File: src/rtl/nbl_pkg.sv
package nbl_pkg;

  typedef enum logic [2:0] {
    ST_SPARE_REQ,
    ST_SPARE_RX,
    ST_DATA_REQ,
    ST_DATA_RX,
    ST_ECC_WAIT,
    ST_DONE,
    ST_HALT
  } ldr_state_t;

  localparam logic [1:0] ECC_CLEAN = 2'b00;
  localparam logic [1:0] ECC_FIXED = 2'b01;

  function automatic logic ecc_fatal_code(input logic [1:0] code);
    return code[1];
  endfunction

endpackage

File: src/rtl/nbl_geometry.sv
module nbl_geometry #(
  parameter int SMALL_DATA  = 512,
  parameter int SMALL_SPARE = 16,
  parameter int LARGE_DATA  = 2048,
  parameter int LARGE_SPARE = 64,
  parameter int SMALL_MARK  = 5,
  parameter int LARGE_MARK  = 0,
  parameter int CNT_W       = 12
) (
  input  logic             clk,
  input  logic             large_page,
  output logic [CNT_W-1:0] data_last,
  output logic [CNT_W-1:0] spare_last,
  output logic [CNT_W-1:0] mark_off
);

  localparam logic [CNT_W-1:0] S_DLAST = CNT_W'(SMALL_DATA - 1);
  localparam logic [CNT_W-1:0] L_DLAST = CNT_W'(LARGE_DATA - 1);
  localparam logic [CNT_W-1:0] S_SLAST = CNT_W'(SMALL_SPARE - 1);
  localparam logic [CNT_W-1:0] L_SLAST = CNT_W'(LARGE_SPARE - 1);
  localparam logic [CNT_W-1:0] S_MARK  = CNT_W'(SMALL_MARK);
  localparam logic [CNT_W-1:0] L_MARK  = CNT_W'(LARGE_MARK);

  // Loaded every cycle, including during reset, so the values are settled
  // before the sequencer leaves reset.
  always_ff @(posedge clk) begin
    data_last  <= large_page ? L_DLAST : S_DLAST;
    spare_last <= large_page ? L_SLAST : S_SLAST;
    mark_off   <= large_page ? L_MARK  : S_MARK;
  end

endmodule

File: src/rtl/nbl_ecc_track.sv
module nbl_ecc_track
  import nbl_pkg::*;
#(
  parameter int NREG   = 8,
  parameter int RCNT_W = $clog2(NREG + 1)
) (
  input  logic       clk,
  input  logic       rst,
  input  logic       arm,
  input  logic       ecc_en,
  input  logic       ecc_valid,
  input  logic [1:0] ecc_status,
  output logic       all_seen,
  output logic       fatal
);

  localparam logic [RCNT_W-1:0] LAST_CNT = RCNT_W'(NREG);

  logic [RCNT_W-1:0] seen_q;
  logic              take;

  assign take     = arm && ecc_en && ecc_valid && (seen_q < LAST_CNT);
  assign all_seen = (seen_q == LAST_CNT);

  always_ff @(posedge clk) begin
    if (rst) begin
      seen_q <= '0;
      fatal  <= 1'b0;
    end else if (take) begin
      seen_q <= seen_q + 1'b1;
      if (ecc_fatal_code(ecc_status)) fatal <= 1'b1;
    end
  end

  AST_REGION_CAP: assert property (@(posedge clk) disable iff (rst)
    seen_q <= LAST_CNT);
  AST_FATAL_STICKY: assert property (@(posedge clk) disable iff (rst)
    fatal |=> fatal);
  AST_ECC_OFF_IGNORED: assert property (@(posedge clk) disable iff (rst)
    !ecc_en |-> !fatal && (seen_q == '0));

endmodule

File: src/rtl/nbl_seq.sv
module nbl_seq
  import nbl_pkg::*;
#(
  parameter int BLK_W      = 16,
  parameter int PAGE_W     = 6,
  parameter int CNT_W      = 12,
  parameter int ADDR_W     = 12,
  parameter int BOOT_BYTES = 4096
) (
  input  logic              clk,
  input  logic              rst,
  input  logic              ecc_en,
  input  logic [CNT_W-1:0]  data_last,
  input  logic [CNT_W-1:0]  spare_last,
  input  logic [CNT_W-1:0]  mark_off,
  input  logic              nand_valid,
  input  logic [7:0]        nand_byte,
  input  logic              ecc_all_seen,
  input  logic              ecc_fatal,
  output logic              ecc_arm,
  output logic              nand_rd_req,
  output logic              nand_rd_spare,
  output logic [BLK_W-1:0]  nand_rd_block,
  output logic [PAGE_W-1:0] nand_rd_page,
  output logic              buf_we,
  output logic [ADDR_W-1:0] buf_addr,
  output logic [7:0]        buf_data,
  output logic [BLK_W-1:0]  boot_block,
  output logic              done,
  output logic              nand_wp_n,
  output logic              reset_req
);

  localparam logic [ADDR_W-1:0] LAST_ADDR = ADDR_W'(BOOT_BYTES - 1);

  ldr_state_t        state_q;
  logic [BLK_W-1:0]  blk_q;
  logic [PAGE_W-1:0] page_q;
  logic [CNT_W-1:0]  col_q;
  logic [ADDR_W-1:0] wptr_q;
  logic              bad_q;
  logic              mark_hit;
  logic              bad_now;

  assign mark_hit   = (col_q == mark_off) && (nand_byte != 8'hFF);
  assign bad_now    = bad_q || mark_hit;
  assign boot_block = blk_q;
  assign ecc_arm    = (state_q == ST_DATA_REQ) || (state_q == ST_DATA_RX) ||
                      (state_q == ST_ECC_WAIT);

  always_ff @(posedge clk) begin
    if (rst) begin
      state_q       <= ST_SPARE_REQ;
      blk_q         <= '0;
      page_q        <= '0;
      col_q         <= '0;
      wptr_q        <= '0;
      bad_q         <= 1'b0;
      nand_rd_req   <= 1'b0;
      nand_rd_spare <= 1'b0;
      nand_rd_block <= '0;
      nand_rd_page  <= '0;
      buf_we        <= 1'b0;
      buf_addr      <= '0;
      buf_data      <= '0;
      done          <= 1'b0;
      nand_wp_n     <= 1'b0;
      reset_req     <= 1'b0;
    end else begin
      nand_rd_req <= 1'b0;
      buf_we      <= 1'b0;
      case (state_q)
        ST_SPARE_REQ: begin
          nand_rd_req   <= 1'b1;
          nand_rd_spare <= 1'b1;
          nand_rd_block <= blk_q;
          nand_rd_page  <= page_q;
          col_q         <= '0;
          state_q       <= ST_SPARE_RX;
        end
        ST_SPARE_RX: begin
          if (nand_valid) begin
            col_q <= col_q + 1'b1;
            if (mark_hit) bad_q <= 1'b1;
            if (col_q == spare_last) begin
              if (page_q == '0) begin
                page_q  <= PAGE_W'(1);
                state_q <= ST_SPARE_REQ;
              end else if (bad_now) begin
                blk_q   <= blk_q + 1'b1;
                page_q  <= '0;
                bad_q   <= 1'b0;
                state_q <= ST_SPARE_REQ;
              end else begin
                page_q  <= '0;
                bad_q   <= 1'b0;
                state_q <= ST_DATA_REQ;
              end
            end
          end
        end
        ST_DATA_REQ: begin
          nand_rd_req   <= 1'b1;
          nand_rd_spare <= 1'b0;
          nand_rd_block <= blk_q;
          nand_rd_page  <= page_q;
          col_q         <= '0;
          state_q       <= ST_DATA_RX;
        end
        ST_DATA_RX: begin
          if (nand_valid) begin
            buf_we   <= 1'b1;
            buf_addr <= wptr_q;
            buf_data <= nand_byte;
            wptr_q   <= wptr_q + 1'b1;
            col_q    <= col_q + 1'b1;
            if (wptr_q == LAST_ADDR) begin
              state_q <= ecc_en ? ST_ECC_WAIT : ST_DONE;
            end else if (col_q == data_last) begin
              page_q  <= page_q + 1'b1;
              state_q <= ST_DATA_REQ;
            end
          end
        end
        ST_ECC_WAIT: begin
          if (ecc_all_seen) state_q <= ST_DONE;
        end
        ST_DONE: begin
          done      <= 1'b1;
          nand_wp_n <= 1'b1;
        end
        ST_HALT: begin
          reset_req <= 1'b1;
        end
        default: state_q <= ST_HALT;
      endcase

      // An uncorrectable region overrides whatever the load step chose.
      if (ecc_fatal && ecc_arm) begin
        state_q     <= ST_HALT;
        reset_req   <= 1'b1;
        buf_we      <= 1'b0;
        nand_rd_req <= 1'b0;
      end
    end
  end

  // Write counter kept only for the ordering checks below.
  logic [ADDR_W:0] wr_seen_q;
  always_ff @(posedge clk) begin
    if (rst) wr_seen_q <= '0;
    else if (buf_we) wr_seen_q <= wr_seen_q + 1'b1;
  end

  AST_FIRST_BLOCK: assert property (@(posedge clk) disable iff (rst)
    $fell(rst) |-> blk_q == '0);
  AST_SPARE_PAGES: assert property (@(posedge clk) disable iff (rst)
    nand_rd_req && nand_rd_spare |-> nand_rd_page <= PAGE_W'(1));
  AST_BLK_STEP: assert property (@(posedge clk) disable iff (rst)
    !$stable(blk_q) |-> blk_q == $past(blk_q) + 1'b1);
  AST_BLK_FROZEN: assert property (@(posedge clk) disable iff (rst)
    ecc_arm |=> $stable(blk_q));
  AST_ADDR_ORDER: assert property (@(posedge clk) disable iff (rst)
    buf_we |-> buf_addr == wr_seen_q[ADDR_W-1:0]);
  AST_WRITE_LIMIT: assert property (@(posedge clk) disable iff (rst)
    buf_we |-> wr_seen_q < (ADDR_W+1)'(BOOT_BYTES));
  AST_HALT_QUIET: assert property (@(posedge clk) disable iff (rst)
    reset_req |=> reset_req && !buf_we && !done);
  AST_DONE_HOLD: assert property (@(posedge clk) disable iff (rst)
    done |=> done);
  AST_WP_UNTIL_DONE: assert property (@(posedge clk) disable iff (rst)
    !done |-> !nand_wp_n);

endmodule

File: src/rtl/nand_boot_loader.sv
module nand_boot_loader
  import nbl_pkg::*;
#(
  parameter int PAGES_PER_BLOCK = 64,
  parameter int BLK_W           = 16,
  parameter int BOOT_BYTES      = 4096,
  parameter int REGION_BYTES    = 512,
  parameter int SMALL_DATA      = 512,
  parameter int SMALL_SPARE     = 16,
  parameter int LARGE_DATA      = 2048,
  parameter int LARGE_SPARE     = 64,
  parameter int SMALL_MARK      = 5,
  parameter int LARGE_MARK      = 0,
  localparam int PAGE_W         = $clog2(PAGES_PER_BLOCK),
  localparam int ADDR_W         = $clog2(BOOT_BYTES)
) (
  input  logic              clk,
  input  logic              rst,
  input  logic              large_page,
  input  logic              ecc_en,
  output logic              nand_rd_req,
  output logic              nand_rd_spare,
  output logic [BLK_W-1:0]  nand_rd_block,
  output logic [PAGE_W-1:0] nand_rd_page,
  input  logic              nand_valid,
  input  logic [7:0]        nand_byte,
  input  logic              ecc_valid,
  input  logic [1:0]        ecc_status,
  output logic              buf_we,
  output logic [ADDR_W-1:0] buf_addr,
  output logic [7:0]        buf_data,
  output logic [BLK_W-1:0]  boot_block,
  output logic              done,
  output logic              nand_wp_n,
  output logic              reset_req
);

  localparam int MAX_AREA = (LARGE_DATA > SMALL_DATA) ? LARGE_DATA : SMALL_DATA;
  localparam int CNT_W    = $clog2(MAX_AREA) + 1;
  localparam int NREG     = BOOT_BYTES / REGION_BYTES;

  logic [CNT_W-1:0] data_last;
  logic [CNT_W-1:0] spare_last;
  logic [CNT_W-1:0] mark_off;
  logic             ecc_arm;
  logic             ecc_all_seen;
  logic             ecc_fatal;

  nbl_geometry #(
    .SMALL_DATA (SMALL_DATA),
    .SMALL_SPARE(SMALL_SPARE),
    .LARGE_DATA (LARGE_DATA),
    .LARGE_SPARE(LARGE_SPARE),
    .SMALL_MARK (SMALL_MARK),
    .LARGE_MARK (LARGE_MARK),
    .CNT_W      (CNT_W)
  ) u_geom (
    .clk       (clk),
    .large_page(large_page),
    .data_last (data_last),
    .spare_last(spare_last),
    .mark_off  (mark_off)
  );

  nbl_ecc_track #(
    .NREG(NREG)
  ) u_ecc (
    .clk       (clk),
    .rst       (rst),
    .arm       (ecc_arm),
    .ecc_en    (ecc_en),
    .ecc_valid (ecc_valid),
    .ecc_status(ecc_status),
    .all_seen  (ecc_all_seen),
    .fatal     (ecc_fatal)
  );

  nbl_seq #(
    .BLK_W     (BLK_W),
    .PAGE_W    (PAGE_W),
    .CNT_W     (CNT_W),
    .ADDR_W    (ADDR_W),
    .BOOT_BYTES(BOOT_BYTES)
  ) u_seq (
    .clk          (clk),
    .rst          (rst),
    .ecc_en       (ecc_en),
    .data_last    (data_last),
    .spare_last   (spare_last),
    .mark_off     (mark_off),
    .nand_valid   (nand_valid),
    .nand_byte    (nand_byte),
    .ecc_all_seen (ecc_all_seen),
    .ecc_fatal    (ecc_fatal),
    .ecc_arm      (ecc_arm),
    .nand_rd_req  (nand_rd_req),
    .nand_rd_spare(nand_rd_spare),
    .nand_rd_block(nand_rd_block),
    .nand_rd_page (nand_rd_page),
    .buf_we       (buf_we),
    .buf_addr     (buf_addr),
    .buf_data     (buf_data),
    .boot_block   (boot_block),
    .done         (done),
    .nand_wp_n    (nand_wp_n),
    .reset_req    (reset_req)
  );

endmodule

File: config.mk
export PLATFORM = sky130hd
export DESIGN_NAME = nand_boot_loader
export DESIGN_NICKNAME = d
export VERILOG_FILES = /design/src/rtl/nbl_pkg.sv /design/src/rtl/nbl_geometry.sv /design/src/rtl/nbl_ecc_track.sv /design/src/rtl/nbl_seq.sv /design/src/rtl/nand_boot_loader.sv
export SDC_FILE = /design/constraint.sdc
export NUM_CORES = 1
export LEC_CHECK = 0
export ABC_CLOCK_PERIOD_IN_PS = 3100
export BUFFER_PORTS_ARGS = -buffer_cell sky130_fd_sc_hd__buf_2
export CAP_MARGIN = 15
export CORE_MARGIN = 2
export CORE_UTILIZATION = 51
export CTS_BUF_LIST = sky130_fd_sc_hd__clkbuf_8
export DETAILED_ROUTE_END_ITERATION = 8
export PLACE_DENSITY = 0.8
export SYNTH_ARGS = -nofsm -noshare
export SYNTH_HDL_FRONTEND = slang
export SYNTH_SLANG_ARGS = --single-unit
File: constraint.sdc
create_clock -name clk -period 3.1 [get_ports clk]
set_clock_uncertainty 0.2 [all_clocks]
set_input_delay 0.155 -clock clk [delete_from_list [all_inputs] [get_ports clk]]
set_output_delay 0.155 -clock clk [all_outputs]
set_load 0.02 [all_outputs]
==> impl_metrics.csv, run 1 <==
group,metric,value,unit
route,drtPass1Iterations,4,
clock_network,cts.sinks,104,
run,cap_violations,0,
critical_path,arrival,2.72,ns
synth,netlist_top_cells_area,"dfxtp_1 47%, nand2_1 9.8%, a21oi_1 7.2%",
power,cellPowerDensity,521,nW/um^2
global_routing,grt_pass1_vias,3753,
route,vias_per_cell,5.49,
critical_path,rrSetupSlack,0.48,ns
clock_network,cts_setup_buffers,0,
sta,setup_viol_count_final,0,
route,drt-total-wl,10000,um
worst_hold_path,hold_end,"u_seq.boot_block[0]",
cells_and_area,finish.utilization,60.6,%
sta,tns,0,ns
power,leakage,2.07,nW
critical_path,rr_startpoint,"u_seq.col_q[0]",
clock_network,cts_tree,"built",
sta,max_freq,381,MHz
power,finalPower,2.72,mW
placement,gp_congestion,0.961,
global_routing,track_usage,21.6,%
synth,yosysTopAreaCellShare,46.9,%
synth,synth_area,4440,um^2
route,drtIter0Drc,237,
route,maxUsedRoutingLayer,"met4",
clock_network,cts.repair.resized,0,
route,wl_met1,4450,um
clock_network,cts.htree.levels,3,
worst_hold_path,hold_path.class,"in -> reg",
placement,hpwlAfterDp,6790,um
route,drcViolationCount,0,
route,via_count,4038,
critical_path,cp-end-kind,"flop",
synth,ys_types,53,
critical_path,max_stage_delay,0.42,ns
cells_and_area,multi_input_area,2200,um^2
sta,slew_viol_final,0,
synth,synth-edff-count,0,
cells_and_area,final_area,5210,um^2
worst_hold_path,min_from,"rst",
synth,yosysWarnings,0,
global_routing,antenna_found_initial,0,
cells_and_area,n_fill_cell,742,
placement,placed_cell_area,4880,um^2
sta,fin_hold_ws,0.0820,ns
placement,dp.cells,710,
floorplan,die_area,9470,um^2
global_routing,grt_max_degree,53,
placement,io_buffers,78,
synth,seq_area_frac_synth,46.9,%
sta,fin_ws,0.476,ns
cells_and_area,stdcell_count,736,
power,vdd_drop_max,0.000320,V
floorplan,core,8590,um^2
cells_and_area,seq_area,2080,um^2
global_routing,grt_overflow,0,
route,postRouteAntennaNets,0,
critical_path,r2r_cells,8,
clock_network,clk_pin_slew_worst_paths,0.10,ns
critical_path,startpoint_type,"flop",
critical_path,crit_required,3.20,ns
sta,finalCritPeriodShare,84.6,%
critical_path,cp_slowest_cell,"dfxtp_1",
synth,ys_async_sr_fraction,0,%
clock_network,cts-buffers-inserted,9,
sta,rsz0062_at_grt,"no",
floorplan,rows,34,
route,dr_wl_met2,4960,um
route,wl_per_cell,13.6,um
placement,pre_cts_ws,0.553,ns
sta,worstMarginPinSlew,0.703,ns
worst_hold_path,whs_path_depth,2,
floorplan,initial_core_util,51.7,%
clock_network,cts_root_buffer,"clkbuf_8",
floorplan,io_pins,80,
critical_path,critPathKind,"reg -> reg",
sta,hold_violations,0,
synth,syn_inst,548,
sta,fin_crit,2.62,ns
synth,syn_area_per_cell,8.10,um^2
cells_and_area,drive_above_1_share,16.7,%
cells_and_area,antennaDiodeCount,0,
global_routing,grt_pass1_wl,17100,um
critical_path,path_max_fanout,8,
sta,slew_headroom,53.0,%
critical_path,crit_chain,"ha_1, and3_1, o2111ai_1, a21oi_2, nand3_1, buf_4, or3_1, a21oi_1",
critical_path,r2r-end,"u_seq.boot_block[5]",
floorplan,fp.dieH,97.3,um
cells_and_area,num-nets-final,646,
synth,syn-num-nets,571,
synth,synthFlopType,"dfxtp_1",
synth,ys_seq_elements,104,
status,run_status,"finished, final reports clean",
clock_network,cts_buffer_depth,2,
cells_and_area,syn_to_final_growth,17.3,%
clock_network,clk_latency,0.37,ns
synth,synth_top_cell_by_area,"dfxtp_1",
route,wl_met3,456,um
floorplan,die_w,97.3,um
what timing repair did:
action                     in CTS  in global routing
hold buffers                   10                  0
setup endpoints to repair       0                  0
hold endpoints to repair       11                  0
worst max path at each step:
stage	slack (ns)	start	end	cells past startpoint
after floorplan	0.92	u_seq.col_q[0]	u_seq.boot_block[13]	8
after global placement	0.63	u_seq.col_q[0]	u_seq.boot_block[5]	8
after detailed placement	0.55	u_seq.col_q[0]	u_seq.boot_block[5]	8
after CTS	0.51	u_seq.col_q[0]	u_seq.boot_block[5]	8
after global routing	0.24	u_seq.col_q[0]	u_seq.boot_block[5]	8
final	0.48	u_seq.col_q[0]	u_seq.boot_block[5]	8
critical path: cells and delay by family, from the launching register on:
family                     cells  cell delay, ns
DFF                            1            0.42
and+or+nand+nor                3            0.80
adders and majority gates      1            0.22
buffers and inverters          1            0.23
AOI/OAI and AO/OA              3            0.67
logic make-up after synthesis:
| kind of cell | after synthesis | synth area share (%) |
|---|---|---|
| XOR/XNOR | 24 | 4.73 |
| flip-flops | 104 | 46.9 |
| multiplexers | 3 | 0.676 |
| adder cells (fa/ha/maj) | 7 | 1.97 |
| AO/OA/AOI/OAI | 114 | 15.0 |
| AND/OR/NAND/NOR | 255 | 27.2 |
| buffers and inverters | 41 | 3.61 |
placed cells by master (no fill, tap or decap), types with 2 or more instances in the layout:
cell           synthesis  final
a211oi_1               2      2
a21o_1                 2      2
a21oi_1               64     64
a31oi_1                3      3
and2_1                 5      5
and3_1                13     13
and4b_1                2      2
buf_2                  2     78
buf_4                  1      4
bufinv_16              0      2
clkbuf_8               0      9
dfxtp_1              104    104
dlygate4sd3_1          0     10
ha_1                   7      7
inv_1                 11     11
inv_2                  2      2
inv_6                  0      3
mux2i_1                3      3
nand2_1              116    116
nand2b_1               2      2
nand3_1               16     16
nand3b_1               3      3
nand4_1               15     15
nor2_1                45     45
nor2b_1                2      2
nor3_1                 9      9
nor4_1                 4      4
o2111ai_1              3      3
o211ai_1               4      4
o21a_1                 3      3
o21ai_0                6      6
o21ai_1               13     13
o31ai_1                3      3
or3_1                 13     13
or4b_1                 2      2
xnor2_1                8      8
xor2_1                16     16
area by class of cell:
| type | count | share of cell area [%] |
|---|---|---|
| clock buffers | 9 | 2.38 |
| clock inverters | 7 | 1.92 |
| inverters | 13 | 0.937 |
| multi-input cells | 403 | 42.2 |
| flip-flops and latches | 104 | 40.0 |
| well taps | 108 | 2.59 |
| repair buffers | 92 | 9.99 |
power by group:
group          total (mW)  switching, mW  internal, mW  leakage (nW)
clock network       0.941          0.478         0.463         0.115
registers            1.42         0.0545          1.37         0.840
logic               0.350          0.238         0.112          1.12
cells in the mapped netlist (3+ instances only):
cell / instances
nor4_1: 4
o2111ai_1: 3
o31ai_1: 3
clkbuf_1: 25
nor2_1: 45
and2_1: 5
inv_1: 11
nand3_1: 16
nand3b_1: 3
nand4_1: 15
xor2_1: 16
a21oi_1: 64
xnor2_1: 8
o21a_1: 3
or3_1: 13
dfxtp_1: 104
o21ai_0: 6
and3_1: 13
ha_1: 7
nand2_1: 116
mux2i_1: 3
o211ai_1: 4
nor3_1: 9
o21ai_1: 13
a31oi_1: 3
routing by layer:
layer  global-route usage, %  vias to the layer above
li1                        -                     2051
met1                    27.1                     1897
met2                    37.3                       77
met3                    4.53                       13
met4                    6.94                        0
met5                       0                        -
state kept, by name, indices dropped and copies added, names as in the netlist, 4 cells and up:
name and flops:
u_seq.nand_rd_block 16, u_seq.col_q 12, u_seq.buf_addr 12, u_seq.page_q 6, u_seq.boot_block 16, u_seq.wptr_q 12
u_seq.nand_rd_page 6, u_seq.buf_data 8, u_ecc.seen_q 4
Power figures use the tool's default switching activity.
==> inputs of run 2 (changes only) <==
--- a/config.mk
+++ b/config.mk
@@ -5,14 +5,14 @@
 export SDC_FILE = /design/constraint.sdc
 export NUM_CORES = 1
 export LEC_CHECK = 0
-export ABC_CLOCK_PERIOD_IN_PS = 3100
+export ABC_CLOCK_PERIOD_IN_PS = 2400
 export BUFFER_PORTS_ARGS = -buffer_cell sky130_fd_sc_hd__buf_2
 export CAP_MARGIN = 15
 export CORE_MARGIN = 2
 export CORE_UTILIZATION = 51
 export CTS_BUF_LIST = sky130_fd_sc_hd__clkbuf_8
 export DETAILED_ROUTE_END_ITERATION = 8
-export PLACE_DENSITY = 0.8
+export PLACE_DENSITY = 0.83
 export SYNTH_ARGS = -nofsm -noshare
 export SYNTH_HDL_FRONTEND = slang
 export SYNTH_SLANG_ARGS = --single-unit
==> constraint.sdc (replaced) <==
create_clock -name clk -period 2.4 [get_ports clk]
set_clock_uncertainty 0.2 [all_clocks]
set_input_delay 0.12 -clock clk [delete_from_list [all_inputs] [get_ports clk]]
set_output_delay 0.12 -clock clk [all_outputs]
set_load 0.02 [all_outputs]
==> run 2 against run 1 <==
Against the previous run:
- sequential power up 28%
- core utilization grew 1.3 points
- final cell count grew 1.9%
- critical path type unchanged
- largest power group unchanged
==> impl_metrics.csv, run 2 (same netlist as run 1, synthesis figures left out) <==
group,metric,value,unit
sta,setup_viol_count_final,0,
critical_path,r2r_cells,7,
cells_and_area,final_cell_mix,"116 x nand2_1, 103 x dfxtp_1, 78 x buf_2, 64 x a21oi_1, 45 x nor2_1",
critical_path,crit_family,"simple AND/OR/NAND/NOR gates",
status,run_status,"finished, final reports clean",
route,drcViolationCount,0,
floorplan,fp.dieH,97.3,um
clock_network,cts.sinks,104,
route,dr_wl_met2,5480,um
global_routing,grt_max_degree,55,
floorplan,io_pins,80,
run,cap_violations,0,
clock_network,cts_setup_buffers,0,
route,maxUsedRoutingLayer,"met4",
cells_and_area,multi_input_area,2220,um^2
sta,fin_crit,2.40,ns
critical_path,r2r-end,"u_seq.boot_block[5]",
power,finalPower,3.45,mW
route,drtIter0Drc,296,
power,power.internal,2.44,mW
placement,pre_cts_ws,0.0617,ns
critical_path,rrSetupSlack,0.005,ns
critical_path,crit_buf_inv,1,
power,cellPowerDensity,650,nW/um^2
route,drtPass1Iterations,4,
critical_path,startpoint_type,"flop",
global_routing,grt_pass1_vias,4047,
worst_hold_path,min_from,"ecc_en",
route,wl_met3,644,um
sta,fin_ws,0.00482,ns
route,vias_per_cell,5.62,
cells_and_area,antennaDiodeCount,0,
worst_hold_path,hold_end,"u_seq.state_q[0]",
clock_network,cts_buffer_depth,2,
cells_and_area,finish.utilization,61.9,%
sta,hold_violations,0,
power,leakage,2.13,nW
cells_and_area,drive_above_1_share,19.3,%
critical_path,max_stage_delay,0.38,ns
critical_path,cp-end-kind,"flop",
route,wl_per_cell,14.5,um
placement,hpwlAfterDp,7560,um
route,postRouteAntennaNets,0,
floorplan,core,8590,um^2
clock_network,cts_tree,"built",
cells_and_area,mostFrequentLayoutCell,"nand2_1",
placement,gp_congestion,0.875,
sta,tns,0,ns
clock_network,cts.htree.levels,3,
power,combinationalPowerShare,15.7,%
worst_hold_path,hold_path.class,"in -> reg",
cells_and_area,syn_to_final_growth,19.8,%
power,switching_share,29.2,%
critical_path,critPathKind,"reg -> reg",
clock_network,clk_latency,0.38,ns
cells_and_area,n_fill_cell,732,
floorplan,initial_core_util,51.7,%
sta,slew_viol_final,0,
sta,rsz0062_at_grt,"yes",
floorplan,rows,34,
worst_hold_path,whs_path_depth,5,
critical_path,arrival,2.50,ns
sta,worstMarginPinSlew,0.550,ns
sta,finalCritPeriodShare,99.8,%
critical_path,rr_startpoint,"u_seq.col_q[9]",
cells_and_area,num-nets-final,661,
power,p_clk_share,31.7,%
power,seqPwrFrac,52.6,%
critical_path,cp_slowest_cell,"dfxtp_2",
sta,slew_headroom,63.4,%
power,vdd_drop_max,0.000310,V
global_routing,grt_pass1_wl,18300,um
route,via_count,4217,
floorplan,die_w,97.3,um
route,drt-total-wl,10900,um
global_routing,grt_overflow,0,
critical_path,crit_required,2.50,ns
global_routing,track_usage,23.2,%
floorplan,die_area,9470,um^2
route,wl_met1,4410,um
clock_network,cts_root_buffer,"clkbuf_8",
global_routing,antenna_found_initial,0,
clock_network,cts-buffers-inserted,9,
critical_path,path_max_fanout,10,
power,p_switching,1.01,mW
placement,io_buffers,78,
sta,max_freq,418,MHz
critical_path,crit_chain,"nor4_4, o211ai_1, o21bai_2, nand3_2, buf_4, or3_1, a21oi_1",
clock_network,clk_pin_slew_worst_paths,0.10,ns
cells_and_area,seq_area,2080,um^2
==> run 2: cell types whose count changed in the layout (fill, tap and decap cells not counted), sizes merged <==
| cell | delta |
|---|---|
| dlygate4sd3 | +1 |
| inv | -1 |
| buf | +14 |
| clkinv | +1 |
| bufinv | -1 |
==> run 2: how the worst max path moves through the flow <==
stage | startpoint | to | slack (ns) | cells past startpoint
6_report | u_seq.col_q[9] | u_seq.boot_block[5] | 0.005 | 7
5_1_grt | u_seq.col_q[9] | u_seq.boot_block[5] | -0.06 | 7
4_1_cts | u_seq.col_q[1] | u_seq.boot_block[5] | 0.03 | 8
3_5_place_dp | u_seq.col_q[1] | u_seq.boot_block[5] | 0.06 | 8
3_3_place_gp | u_seq.col_q[1] | u_seq.boot_block[5] | 0.17 | 8
2_1_floorplan | u_seq.col_q[0] | u_seq.boot_block[13] | 0.22 | 8
==> run 2: repair_timing <==
action,4_1_cts,5_1_grt
hold buffers,11,0
resized for setup,2,4
endpoints found under the hold margin,14,0
setup endpoints to repair,1,5
pin swaps,0,2
==> run 2: routing by layer <==
metal	GRT usage, %	vias up
met5	0	-
met4	9.94	0
met3	5.61	28
met2	40.4	143
met1	27.1	1975
li1	-	2071
==> run 2: stage by stage <==
step | hold slack (ns) | instance area (um^2) | cells
4_1_cts | 0.103 | 5300 | 750
3_3_place_gp | 0.0411 | 4990 | 724
2_1_floorplan | -0.0523 | 4440 | 548
5_1_grt | 0.152 | 5320 | 750
6_report | 0.120 | 5320 | 750
3_5_place_dp | 0.0450 | 4990 | 724
==> run 2: power groups by stage <==
stage                     logic, mW  clock network, mW  registers, mW
after floorplan               0.330                  0           1.86
after global placement        0.492                  0           1.85
after detailed placement      0.513                  0           1.86
after global routing          0.594               1.16           1.82
after CTS                     0.532               1.11           1.82
final                         0.542               1.09           1.82
==> run 2: tightest hold or removal path, delay by kind of cell <==
| family | cells | cell delay, ns |
|---|---|---|
| AND/OR/NAND/NOR | 2 | 0.18 |
| buffers and inverters | 1 | 0.09 |
| AO/OA/AOI/OAI | 2 | 0.26 |
==> run 2: area by class of cell <==
cell class	instances	area share, %
multi-input cells	403	41.8
flip-flops and latches	104	39.2
repair buffers	107	12.0
well taps	108	2.54
clock buffers	9	2.33
clock inverters	6	1.29
inverters	13	0.918
